## config.mk

```make
export PLATFORM = sky130hd
export DESIGN_NAME = halt_wake_ctrl
export DESIGN_NICKNAME = d
export VERILOG_FILES = /design/src/rtl/hwc_pkg.sv /design/src/rtl/hwc_edge_detect.sv /design/src/rtl/hwc_wake_arb.sv /design/src/rtl/hwc_startup_timer.sv /design/src/rtl/halt_wake_ctrl.sv
export SDC_FILE = /design/constraint.sdc
export NUM_CORES = 1
export LEC_CHECK = 0
export ABC_CLOCK_PERIOD_IN_PS = 2900
export CORE_UTILIZATION = 50
export CTS_CLUSTER_SIZE = 16
export DETAILED_ROUTE_END_ITERATION = 12
export PLACE_DENSITY = 0.82
export SETUP_SLACK_MARGIN = 0.02
export SLEW_MARGIN = 20
export SYNTH_ARGS = -nofsm -noshare
export SYNTH_HDL_FRONTEND = slang
export SYNTH_SLANG_ARGS = --single-unit
```

## constraint.sdc

```tcl
create_clock -name clk -period 2.9 [get_ports clk]
set_input_delay 0.29 -clock clk [delete_from_list [all_inputs] [get_ports clk]]
set_output_delay 0.29 -clock clk [all_outputs]
set_load 0.02 [all_outputs]
```

## src/rtl/hwc_pkg.sv

```systemverilog
package hwc_pkg;
  typedef enum logic [1:0] {ST_RUN, ST_HALT, ST_START} hwc_state_e;
  typedef enum logic [1:0] {WK_COLD, WK_WARM, WK_RESUME, WK_IRQ} hwc_kind_e;
  typedef enum logic [2:0] {EV_NONE, EV_POR, EV_EXT, EV_WDT, EV_IRQ, EV_PORT} hwc_event_e;
endpackage

```

## src/rtl/hwc_edge_detect.sv

```systemverilog
// Per-bit falling-edge finder for the wake port; only reports while armed.
module hwc_edge_detect #(
  parameter int W = 8
) (
  input  logic         clk,
  input  logic [W-1:0] pin_i,
  input  logic [W-1:0] en_i,
  input  logic         arm_i,
  output logic [W-1:0] fall_o
);
  for (genvar b = 0; b < W; b++) begin : g_bit
    logic prev_q;
    always_ff @(posedge clk) begin
      prev_q <= pin_i[b];
    end
    assign fall_o[b] = arm_i & en_i[b] & prev_q & ~pin_i[b];
  end
endmodule

```

## src/rtl/hwc_wake_arb.sv

```systemverilog
// Picks one wake event per cycle while halted: por > ext > wdt > irq > port.
module hwc_wake_arb
  import hwc_pkg::*;
#(
  parameter int W    = 8,
  parameter int NIRQ = 4
) (
  input  logic            por_i,
  input  logic            ext_i,
  input  logic            wdt_i,
  input  logic [NIRQ-1:0] irq_wake_i,
  input  logic [NIRQ-1:0] irq_en_i,
  input  logic            stack_full_i,
  input  logic [W-1:0]    fall_i,
  output hwc_event_e      ev_o,
  output logic            irq_take_o
);
  always_comb begin
    if (por_i)            ev_o = EV_POR;
    else if (ext_i)       ev_o = EV_EXT;
    else if (wdt_i)       ev_o = EV_WDT;
    else if (|irq_wake_i) ev_o = EV_IRQ;
    else if (|fall_i)     ev_o = EV_PORT;
    else                  ev_o = EV_NONE;
  end

  assign irq_take_o = (|(irq_wake_i & irq_en_i)) & ~stack_full_i;
endmodule

```

## src/rtl/hwc_startup_timer.sv

```systemverilog
// Start-up delay counter; done_o marks the last of DELAY cycles.
module hwc_startup_timer #(
  parameter int DELAY = 1024
) (
  input  logic clk,
  input  logic rst,
  input  logic load_i,
  input  logic adv_i,
  output logic done_o
);
  localparam int CW = (DELAY > 1) ? $clog2(DELAY) : 1;
  localparam logic [CW-1:0] LAST = CW'(DELAY - 1);

  logic [CW-1:0] cnt_q;

  always_ff @(posedge clk) begin
    if (rst || load_i) cnt_q <= '0;
    else if (adv_i)    cnt_q <= cnt_q + 1'b1;
  end

  assign done_o = (cnt_q == LAST);
endmodule

```

## src/rtl/halt_wake_ctrl.sv

```systemverilog
module halt_wake_ctrl
  import hwc_pkg::*;
#(
  parameter int PORT_W = 8,
  parameter int NIRQ   = 4,
  parameter int DELAY  = 1024
) (
  input  logic              clk,
  input  logic              rst,
  input  logic              por_i,
  input  logic              ext_rst_i,
  input  logic              halt_req_i,
  input  logic              wdt_ovf_i,
  input  logic              wdt_clr_cmd_i,
  input  logic [PORT_W-1:0] port_i,
  input  logic [PORT_W-1:0] port_wake_en_i,
  input  logic [NIRQ-1:0]   irq_req_i,
  input  logic [NIRQ-1:0]   irq_en_i,
  input  logic              stack_full_i,
  output logic              clk_en_o,
  output logic              wdt_clr_o,
  output logic              cold_rst_o,
  output logic              warm_rst_o,
  output logic              resume_o,
  output logic              take_irq_o,
  output logic              to_flag_o,
  output logic              pd_flag_o
);
  hwc_state_e      st_q, st_n;
  hwc_kind_e       kind_q, kind_n;
  logic            to_n, pd_n;
  logic [NIRQ-1:0] blk_q, blk_n;
  logic            wclr_n, res_n, tirq_n;
  logic            t_load, t_adv, t_done;
  logic [PORT_W-1:0] fall;
  hwc_event_e      ev;
  logic            irq_take;

  hwc_edge_detect #(.W(PORT_W)) u_edge (
    .clk   (clk),
    .pin_i (port_i),
    .en_i  (port_wake_en_i),
    .arm_i (st_q == ST_HALT),
    .fall_o(fall)
  );

  hwc_wake_arb #(.W(PORT_W), .NIRQ(NIRQ)) u_arb (
    .por_i       (por_i),
    .ext_i       (ext_rst_i),
    .wdt_i       (wdt_ovf_i),
    .irq_wake_i  (irq_req_i & ~blk_q),
    .irq_en_i    (irq_en_i),
    .stack_full_i(stack_full_i),
    .fall_i      (fall),
    .ev_o        (ev),
    .irq_take_o  (irq_take)
  );

  hwc_startup_timer #(.DELAY(DELAY)) u_timer (
    .clk   (clk),
    .rst   (rst),
    .load_i(t_load),
    .adv_i (t_adv),
    .done_o(t_done)
  );

  always_comb begin
    st_n   = st_q;
    kind_n = kind_q;
    to_n   = to_flag_o;
    pd_n   = pd_flag_o;
    blk_n  = blk_q;
    wclr_n = 1'b0;
    res_n  = 1'b0;
    tirq_n = 1'b0;
    t_load = 1'b0;
    t_adv  = 1'b0;
    unique case (st_q)
      ST_RUN: begin
        if (por_i) begin
          st_n = ST_START; kind_n = WK_COLD; t_load = 1'b1;
          to_n = 1'b0; pd_n = 1'b0;
        end else if (ext_rst_i) begin
          st_n = ST_START; kind_n = WK_COLD; t_load = 1'b1;
        end else if (wdt_ovf_i) begin
          st_n = ST_START; kind_n = WK_COLD; t_load = 1'b1;
          to_n = 1'b1;
        end else if (halt_req_i) begin
          st_n   = ST_HALT;
          pd_n   = 1'b1;
          to_n   = 1'b0;
          wclr_n = 1'b1;
          blk_n  = irq_req_i;
        end else if (wdt_clr_cmd_i) begin
          pd_n = 1'b0;
        end
      end
      ST_HALT: begin
        unique case (ev)
          EV_POR: begin
            st_n = ST_START; kind_n = WK_COLD; t_load = 1'b1;
            to_n = 1'b0; pd_n = 1'b0;
          end
          EV_EXT: begin
            st_n = ST_START; kind_n = WK_COLD; t_load = 1'b1;
            to_n = 1'b0; pd_n = 1'b1;
          end
          EV_WDT: begin
            st_n = ST_START; kind_n = WK_WARM; t_load = 1'b1;
            to_n = 1'b1; pd_n = 1'b1;
          end
          EV_IRQ: begin
            st_n = ST_START; t_load = 1'b1;
            kind_n = irq_take ? WK_IRQ : WK_RESUME;
          end
          EV_PORT: begin
            st_n = ST_START; kind_n = WK_RESUME; t_load = 1'b1;
          end
          default: ;
        endcase
      end
      default: begin
        if (por_i) begin
          kind_n = WK_COLD; t_load = 1'b1;
          to_n = 1'b0; pd_n = 1'b0;
        end else if (t_done) begin
          st_n   = ST_RUN;
          res_n  = (kind_q == WK_RESUME);
          tirq_n = (kind_q == WK_IRQ);
        end else begin
          t_adv = 1'b1;
        end
      end
    endcase
  end

  always_ff @(posedge clk) begin
    if (rst) begin
      st_q       <= ST_START;
      kind_q     <= WK_COLD;
      blk_q      <= '0;
      to_flag_o  <= 1'b0;
      pd_flag_o  <= 1'b0;
      clk_en_o   <= 1'b0;
      wdt_clr_o  <= 1'b0;
      cold_rst_o <= 1'b1;
      warm_rst_o <= 1'b0;
      resume_o   <= 1'b0;
      take_irq_o <= 1'b0;
    end else begin
      st_q       <= st_n;
      kind_q     <= kind_n;
      blk_q      <= blk_n;
      to_flag_o  <= to_n;
      pd_flag_o  <= pd_n;
      clk_en_o   <= (st_n == ST_RUN);
      wdt_clr_o  <= wclr_n;
      cold_rst_o <= (st_n == ST_START) && (kind_n == WK_COLD);
      warm_rst_o <= (st_n == ST_START) && (kind_n == WK_WARM);
      resume_o   <= res_n;
      take_irq_o <= tirq_n;
    end
  end
endmodule

```

## Word level (Yosys, flattened, before mapping)

Cells that the tools add are included.

- Latch bits: 0
- Memories: 0
- Flip-flop bits (word level): 34
- ROM bits: 0
- Output and inout port bits: 8
- RAM bits: 0
- Input bits: 32
- Logic and storage cells: 143

- Shift operators: 0
- Multiply operators: 0
- Div/mod/pow operators: 0
- Order comparisons: 0
- Bitwise logic cells: 42
- Equality and inequality tests: 17
- Add/subtract/negate cells: 1
- Reductions and logical operators: 19
- Mux-type cells: 44

Operator list:

| cell | number |
|---|---|
| bitwise AND 1 bit | 25 |
| 2-to-1 mux 2 bit | 11 |
| 2-to-1 mux 1 bit | 20 |
| 2-to-1 mux 3 bit | 5 |
| OR reduction 5 bit | 3 |
| inverter 1 bit | 14 |
| != test 3 bit, second input constant | 4 |
| adder 10 x 1 -> 10 bit, second input constant | 1 |
| equality test 10 bit, second input constant | 1 |
| case mux 1 bit (2 select lines) | 5 |
| AND reduction 5 bit | 2 |
| bitwise AND 4 bit | 2 |
| != test 4 bit, second input constant | 2 |
| case mux 2 bit (2 select lines) | 2 |
| case mux 2 bit (4 select lines) | 1 |
| OR reduction 4 bit | 2 |
| OR reduction 8 bit | 1 |
| equality test 2 bit, second input constant | 3 |
| equality test 3 x 2 -> 1 bit, second input constant | 2 |
| equality test 3 bit, second input constant | 2 |
| zero test 2 bit | 3 |
| OR reduction 2 bit | 3 |
| equality test 2 x 1 -> 1 bit, second input constant | 2 |
| inverter 4 bit | 1 |
| 5 further kinds | 6 |

## Logic depth before layout (Yosys ltp)

Gate-level depths: netlist of run 1.

- Depth after elaboration: 16
- Depth in mapped cells: 7
- Gate-level depth less buffers: 7

## Modules after synthesis

From an unflattened synthesis of run 1, not the netlist that was laid out.

- Cells, all modules: 171
- Area total of the unflattened synthesis: 1,570.3 um2

Modules (own cells, without submodules):

| module | area each (um2) | cells an instance | instances |
|---|---|---|---|
| halt_wake_ctrl | 775.7 | 91 | 1 |
| hwc_startup_timer | 455.4 | 50 | 1 |
| hwc_edge_detect | 240.2 | 16 | 1 |
| hwc_wake_arb | 98.8 | 14 | 1 |

## Least setup slack after synthesis of run 1

OpenSTA, ideal clock, no wires.

- Path kind: register to register
- Start point: register u_timer.cnt_q[0]
- End point: register u_timer.cnt_q[9]
- Data required time: 2.783 ns
- Slack: 1.315 ns
- Cell stages (with the launch flop): 8
- Arrival time: 1.468 ns
- Library setup time: 0.117 ns
- Path buffers: 0
- Cells stage by stage: dfxtp_1 > ha_1 > nand3_1 > o31ai_4 > nor3_1 > nand4_1 > xor2_1 > nor2_1

- Word-level cells in the longest chain between the ends: 4
- Elaborated cells on any way between the ends: 5
- Classes of those cells: add/sub: 1; eq/ne: 1; mux: 3

RTL lines:

| what | RTL line | RTL |
|---|---|---|
| start, declared | hwc_startup_timer.sv:14 | `logic [CW-1:0] cnt_q;` |
| start signal, assigned | hwc_startup_timer.sv:18 | `else if (adv_i) cnt_q <= cnt_q + 1'b1;` |
| parallel branches: the longest is 4 deep, another holds adder 10 x 1 -> 10 bit | - |  |

Several ways; the timed one is not identified.
A chain may end at the register's enable or synchronous reset.

## Worst setup path in the final report of run 1

- Start point: input ext_rst_i
- End point: register cold_rst_o

- Word-level cells in the longest chain between the ends: 8
- Elaborated cells on any way between the ends: 20
- Classes of those cells: eq/ne: 6; mux: 10; reduce/logical: 4

RTL lines:

| what | RTL line | RTL |
|---|---|---|
| start, declared | halt_wake_ctrl.sv:11 | `input logic ext_rst_i,` |
| 2-to-1 mux 3 bit | hwc_wake_arb.sv:20 | `else if (ext_i) ev_o = EV_EXT;` |
| 2-to-1 mux 3 bit | hwc_wake_arb.sv:19 | `if (por_i) ev_o = EV_POR;` |
| equality test 3 bit, or another cell as far along | halt_wake_ctrl.sv:99 | `unique case (ev)` |
| OR reduction 5 bit (no line) / OR reduction 2 bit (equally long branches) | - |  |
| 2-to-1 mux 2 bit / case mux 2 bit (4 select lines) (equally long branches) | halt_wake_ctrl.sv:99 |  |
| case mux 2 bit (2 select lines) | halt_wake_ctrl.sv:78 | `unique case (st_q)` |
| equality test 2 bit / zero test 2 bit (equally long branches) | halt_wake_ctrl.sv:158 | `cold_rst_o <= (st_n == ST_START) && (kind_n == WK_COLD);` |
| logical AND 1 bit * | halt_wake_ctrl.sv:158 |  |
| end signal, assigned | halt_wake_ctrl.sv:158 |  |
| end, declared | halt_wake_ctrl.sv:22 | `output logic cold_rst_o,` |

Every way passes the cells marked *; elsewhere a longest branch is shown, timed or not.

==> out/results.ini, run 1 <==
[outcome]
status=completed

[worst_hold_path]
min_path_type=primary input to flip-flop
hold_depth=1

[clock_network]
htreeDepth=2
cts.path.max_buffers=2
cts_buffers=5
cts_resized=0
cts_tree=yes
cts_root_buffer=clkbuf_4
hold_buffers=0
cts.clk_slew.worst_paths_ps=90
cts_setup_buffers=0
cts_sinks=34
clock_latency_ps=320

[worst_setup_path]
cp_slowest_stage_delay_ps=540
cpMaxStageDelayCell=clkdlybuf4s50_1
path_class=primary input to flip-flop
worstPathArrival_ps=2090
crit_family=simple AND/OR/NAND/NOR gates
crit_buf_inv=1
cp.depth=6
reg2reg_depth=7
critical_path.max_fanout=8
crit_path_end_kind=flip-flop
start_kind=primary input
worstPathRequired_ps=3130
crit_chain=clkdlybuf4s50_1 -> nor2_1 -> nand4_2 -> o21a_1 -> and3_1 -> o211a_1

[yosys]
ys_seq_elements=34
syn_inst=169
yosysTopAreaCell=dfxtp_1
ys_warn_count=0
synth_top_area_share_pct=46.38
ys_seq_area_share_pct=46.38
synth.area.top_cells=dfxtp_1, nor2_1, nand2_1
syn_avg_cell_area_sq_um=8.684
synthesis.area_sq_mm=0.001468
syn_nets=202
synth_cell_types=39

[floorplan]
io_pins=40
row_count=19
dieArea_sq_mm=0.003156
die_x_um=56.18
design.core.area_sq_mm=0.002758
die_height_um=56.18
initial_core_util_pct=53.22

[flow_run]
drv_cap=0

[finish]
drive_above_1_share_pct=5.238
nNetsFinal=243
syn2layout_area_growth_pct=30.26
final_common_cell=clkdlybuf4s50_1
final_cell_mix=clkdlybuf4s50_1, dfxtp_1, nor2_1
diodes=0

[global_routing]
grt_max_degree=13
grt_pass1_vias=1285
grt_antenna_before_repair=0
grt_overflow_total=0
grt.total_usage_pct=22.59
grt_pass1_wl_mm=5.526

[sta]
fin_skew_ps=4.112
fmax_mhz=535.6
timing_hold_violations_final=0
tightest_slew_ps=486.5
hold_ws_ps=430.9
maxSlewViolCount=0
fin_crit_ps=1867
finalSetupTns_ps=0
fin_crit_sh_pct=64.39
grt_setup_unrepaired=no
setup_violations=0
max_slew_margin_pct=67.32

[route]
ant_nets=0
vias=1358
drc_errors=0
drt_iter0_drc=49
drt_pass1_iterations=4
via_per_inst=5.635
routed_wl_mm=3.215
avgRoutedWirePerCell_um=13.34

[placed_design]
hpwl_mm=2.552
port_buffers=39
gp_congestion=0.8501

[power_and_ir_drop]
vdd_ir_drop_max_uv=386.9
cellPowerDensity_mw_per_mm2=410.9
p_leak_nw=0.7243

==> synthesized netlist by cell type (all sizes together) <==
| cell type | count |
|---|---|
| a31oi | 1 |
| o31ai | 1 |
| o211a | 2 |
| a21oi | 8 |
| dfxtp | 34 |
| ha | 1 |
| nor3 | 3 |
| inv | 8 |
| a22oi | 1 |
| o211ai | 1 |
| nand3b | 4 |
| o21a | 1 |
| xnor2 | 2 |
| and4 | 1 |
| clkbuf | 1 |
| a311oi | 1 |
| nand3 | 6 |
| o21bai | 1 |
| mux2i | 2 |
| nand4 | 6 |
| o31a | 1 |
| or2b | 1 |
| nor2 | 29 |
| buf | 4 |
| o21ai | 5 |
| o22ai | 5 |
| nor4 | 3 |
| xor2 | 7 |
| a221oi | 2 |
| or3 | 1 |
| o311ai | 1 |
| a41oi | 1 |
| a21boi | 1 |
| a2111oi | 1 |
| and3 | 1 |
| nand2 | 21 |
==> report_power, final <==
group	switching (W)	total [W]	internal, W
logic	0.0000344	0.0000822	0.0000478
clock network	0.000135	0.000227	0.0000912
registers	0.00000302	0.000477	0.000474
total	0.000173	0.000785	0.000613
==> logic make-up after synthesis <==
kind of cell / count (synthesis) / share of synthesized area (%)
xor+xnor: 9 / 5.371
compound gates: 34 / 17.31
mux: 2 / 1.364
flops: 34 / 46.38
simple gates: 76 / 24.64
buf+inv: 13 / 4.092
fa+ha+maj: 1 / 0.8524
==> per-layer routing <==
layer	routed length, um	GRT usage [%]
met3	162	7.209
met2	1631	39.29
met4	76	9.059
met5	0	0
met1	1344	25.44
==> registers in the layout, summed over array words and instances (netlist names) <==
name	flops
u_edge.g_bit.prev_q	8
clk_en_o	1
resume_o	1
kind_q	2
pd_flag_o	1
blk_q	4
warm_rst_o	1
cold_rst_o	1
u_timer.cnt_q	10
to_flag_o	1
wdt_clr_o	1
st_q	2
take_irq_o	1
==> final timing paths <==
path,startpoint,end,slack [ps]
worst max-delay path,ext_rst_i,cold_rst_o,1030
worst min-delay path,port_i[1],u_edge.g_bit[1].prev_q,430
worst max register to register,u_timer.cnt_q[0],u_timer.cnt_q[9],1080
worst min register to register,kind_q[0],resume_o,500
==> per-stage QoR <==
step	util (%)	setup WS [ps]	cell area [sq um]	cells	total power (W)
floorplan	-	1315	1468	169	0.0005156
global placement	67.70	751.8	1867	234	0.0005659
detailed placement	67.70	695.2	1867	234	0.0005694
CTS	69.33	1045	1912	241	0.0007953
global route	69.33	911.6	1912	241	0.0008220
finish	69.33	1033	1912	241	0.0007855
==> layout make-up <==
type / count / area, sq um
Tap cell: 31 / 38.79
Inverter: 8 / 30.03
Multi-Input combinational cell: 122 / 726.9
Timing Repair Buffer: 39 / 390.4
Clock buffer: 7 / 45.04
Sequential cell: 34 / 680.7
Fill cell: 224 / 845.8
(Power assumes the default switching activity.)
==> run 2: changes to the inputs <==
ABC_CLOCK_PERIOD_IN_PS = 1530   (was 2900)
CORE_UTILIZATION = 42   (was 50)
PLACE_DENSITY = 0.74   (was 0.82)
clock period = 1.53 ns   (was 2.9 ns; I/O delays follow)
==> run 2 against run 1 <==
  * The flow now finishes with violations (negative setup slack)
  * Clock-buffer cell count is the same
  * First-iteration DRC count grew 110%
  * Largest cell class unchanged
  * Sequential share of layout area shrank 8.7 points
  * Routed wire length grew 71%
  * Clock skew grew 4.7 ps
==> out/results.ini, run 2 (same netlist as run 1, synthesis figures left out) <==
[worst_setup_path]
critical_path.max_fanout=4
start_kind=primary input
worstPathRequired_ps=1770
crit_path_end_kind=flip-flop
reg2reg_depth=7
timing.rr.start=st_q[1]
rr_endpoint=cold_rst_o
worstPathArrival_ps=1900
r2r_setup_slack_ps=-110
path_class=primary input to flip-flop

[floorplan]
dieArea_sq_mm=0.003735
initial_core_util_pct=43.98
die_x_um=61.12
row_count=21
design.core.area_sq_mm=0.003337
io_pins=40
die_height_um=61.12

[route]
drt_pass1_iterations=4
ant_nets=0
drt_iter0_drc=101
vias=1750
drc_errors=0
avgRoutedWirePerCell_um=17.57
routed_wl_mm=5.499
via_per_inst=5.591

[global_routing]
grt_pass1_wl_mm=7.176
grt_pass1_vias=1610
grt.total_usage_pct=27.09
grt_max_degree=11
grt_antenna_before_repair=0
grt_overflow_total=0

[outcome]
violations=negative setup slack
status=complete, but fails checks

[sta]
fin_crit_sh_pct=108.2
max_slew_margin_pct=68.28
hold_ws_ps=278.3
tightest_slew_ps=475.0
finalSetupTns_ps=-271.1
timing_hold_violations_final=0
fin_skew_ps=8.847
maxSlewViolCount=0
fmax_mhz=603.9
fin_ws_ps=-125.9
setup_violations=4
fin_crit_ps=1656
grt_setup_unrepaired=yes

[finish]
reg.largest.list=u_timer.cnt_q (10), u_edge.g_bit.prev_q (8), blk_q (4)
fill_cells=211
regMostFlops=u_timer.cnt_q
diodes=0
fin_cells=313
final_cell_mix=buf_4, clkdlybuf4s50_1, nor2_1
largest_reg_flops=10
syn2layout_area_growth_pct=76.39
final_common_cell=buf_4
nNetsFinal=299
final_cell_area_sq_mm=0.002589
drive_above_1_share_pct=39.70

[clock_network]
cts_root_buffer=clkbuf_4
cts.path.max_buffers=2
clock_latency_ps=350
cts_tree=yes
cts.clk_slew.worst_paths_ps=100
cts_buffers=5
htreeDepth=2
hold_buffers=0
cts_sinks=34

[flow_run]
drv_cap=0

[placed_design]
port_buffers=39
place_area_sq_mm=0.002226
gp_congestion=0.8856
placed_cells=291
hpwl_mm=3.304

[worst_hold_path]
min_path_type=primary input to flip-flop
min_from=port_i[3]
hold_depth=1
min_to=u_edge.g_bit[3].prev_q

[power_and_ir_drop]
p_leak_nw=1.106
cellPowerDensity_mw_per_mm2=643.5
vdd_ir_drop_max_uv=503.2

## run 2: changes by cell type in the layout (fill, tap and decap cells not counted), moves of 3 or more
cell and change:
o21ai_0 -3, nor2_1 -4, dlymetal6s2s_1 +3, clkdlybuf4s50_1 -3
buf_4 +51, nand3_1 -3, nor4_1 -3, dfxtp_1 -11
nor2_2 +4, buf_6 +5, inv_1 -3, dfxtp_2 +10
## run 2: critical path, stage by stage
cell	delay (ps)
clkdlybuf4s50_1	590
o21bai_4	250
a22oi_2	100
nor2_1	100
o311ai_1	110
or3_1	450
o211a_1	130
## run 2: layout make-up
cell class	instances	area (sq um)	share of cell area, %
inverter	8	35.03	1.353
clock inverter	1	5.005	0.1933
multi-input combinational	122	902.1	34.85
timing repair buffer	95	837.1	32.33
sequential	34	696.9	26.92
clock buffer	7	55.05	2.127
tap	46	57.56	2.223
## run 2: timing repair
item,CTS,global route
gates cloned,0,0
setup endpoints to repair,14,19
pin swaps,18,4
setup buffers,9,5
resized for setup,24,30
## run 2: worst max-delay path by stage
stage / start / to / slack (ps) / depth (start not counted)
5_1_grt: st_q[1] / cold_rst_o / -160 / 7
2_1_floorplan: u_timer.cnt_q[0] / cold_rst_o / 30 / 6
4_1_cts: st_q[1] / cold_rst_o / -8 / 7
6_report: wdt_ovf_i / cold_rst_o / -130 / 7
3_3_place_gp: irq_req_i[3] / cold_rst_o / -230 / 7
3_5_place_dp: irq_req_i[2] / u_timer.cnt_q[1] / -320 / 8
## run 2: per-layer routing
layer	share of wire, %	GRT usage [%]	wire, um
met3	8.4	10.08	463
met4	4.3	11.36	236
met1	39	30.70	2119
met5	0	0	0
met2	49	45.81	2678
## run 2: report_power, final
part	total, W	switching, W	internal (W)
Clock	0.000530	0.000307	0.000223
Combinational	0.000233	0.000101	0.000132
Sequential	0.000903	0.00000598	0.000897
Total	0.00167	0.000415	0.00125
## run 2: through the flow
| step | total power [W] | util, % | setup WS [ps] |
|---|---|---|---|
| final | 0.001666 | 77.58 | -125.9 |
| after global routing | 0.001728 | 77.58 | -160.5 |
| after CTS | 0.001643 | 73.12 | -8.259 |
| after detailed placement | 0.001123 | 66.70 | -318.8 |
| after global placement | 0.001114 | 66.70 | -228.8 |
| after floorplan | 0.0009798 | - | 28.92 |
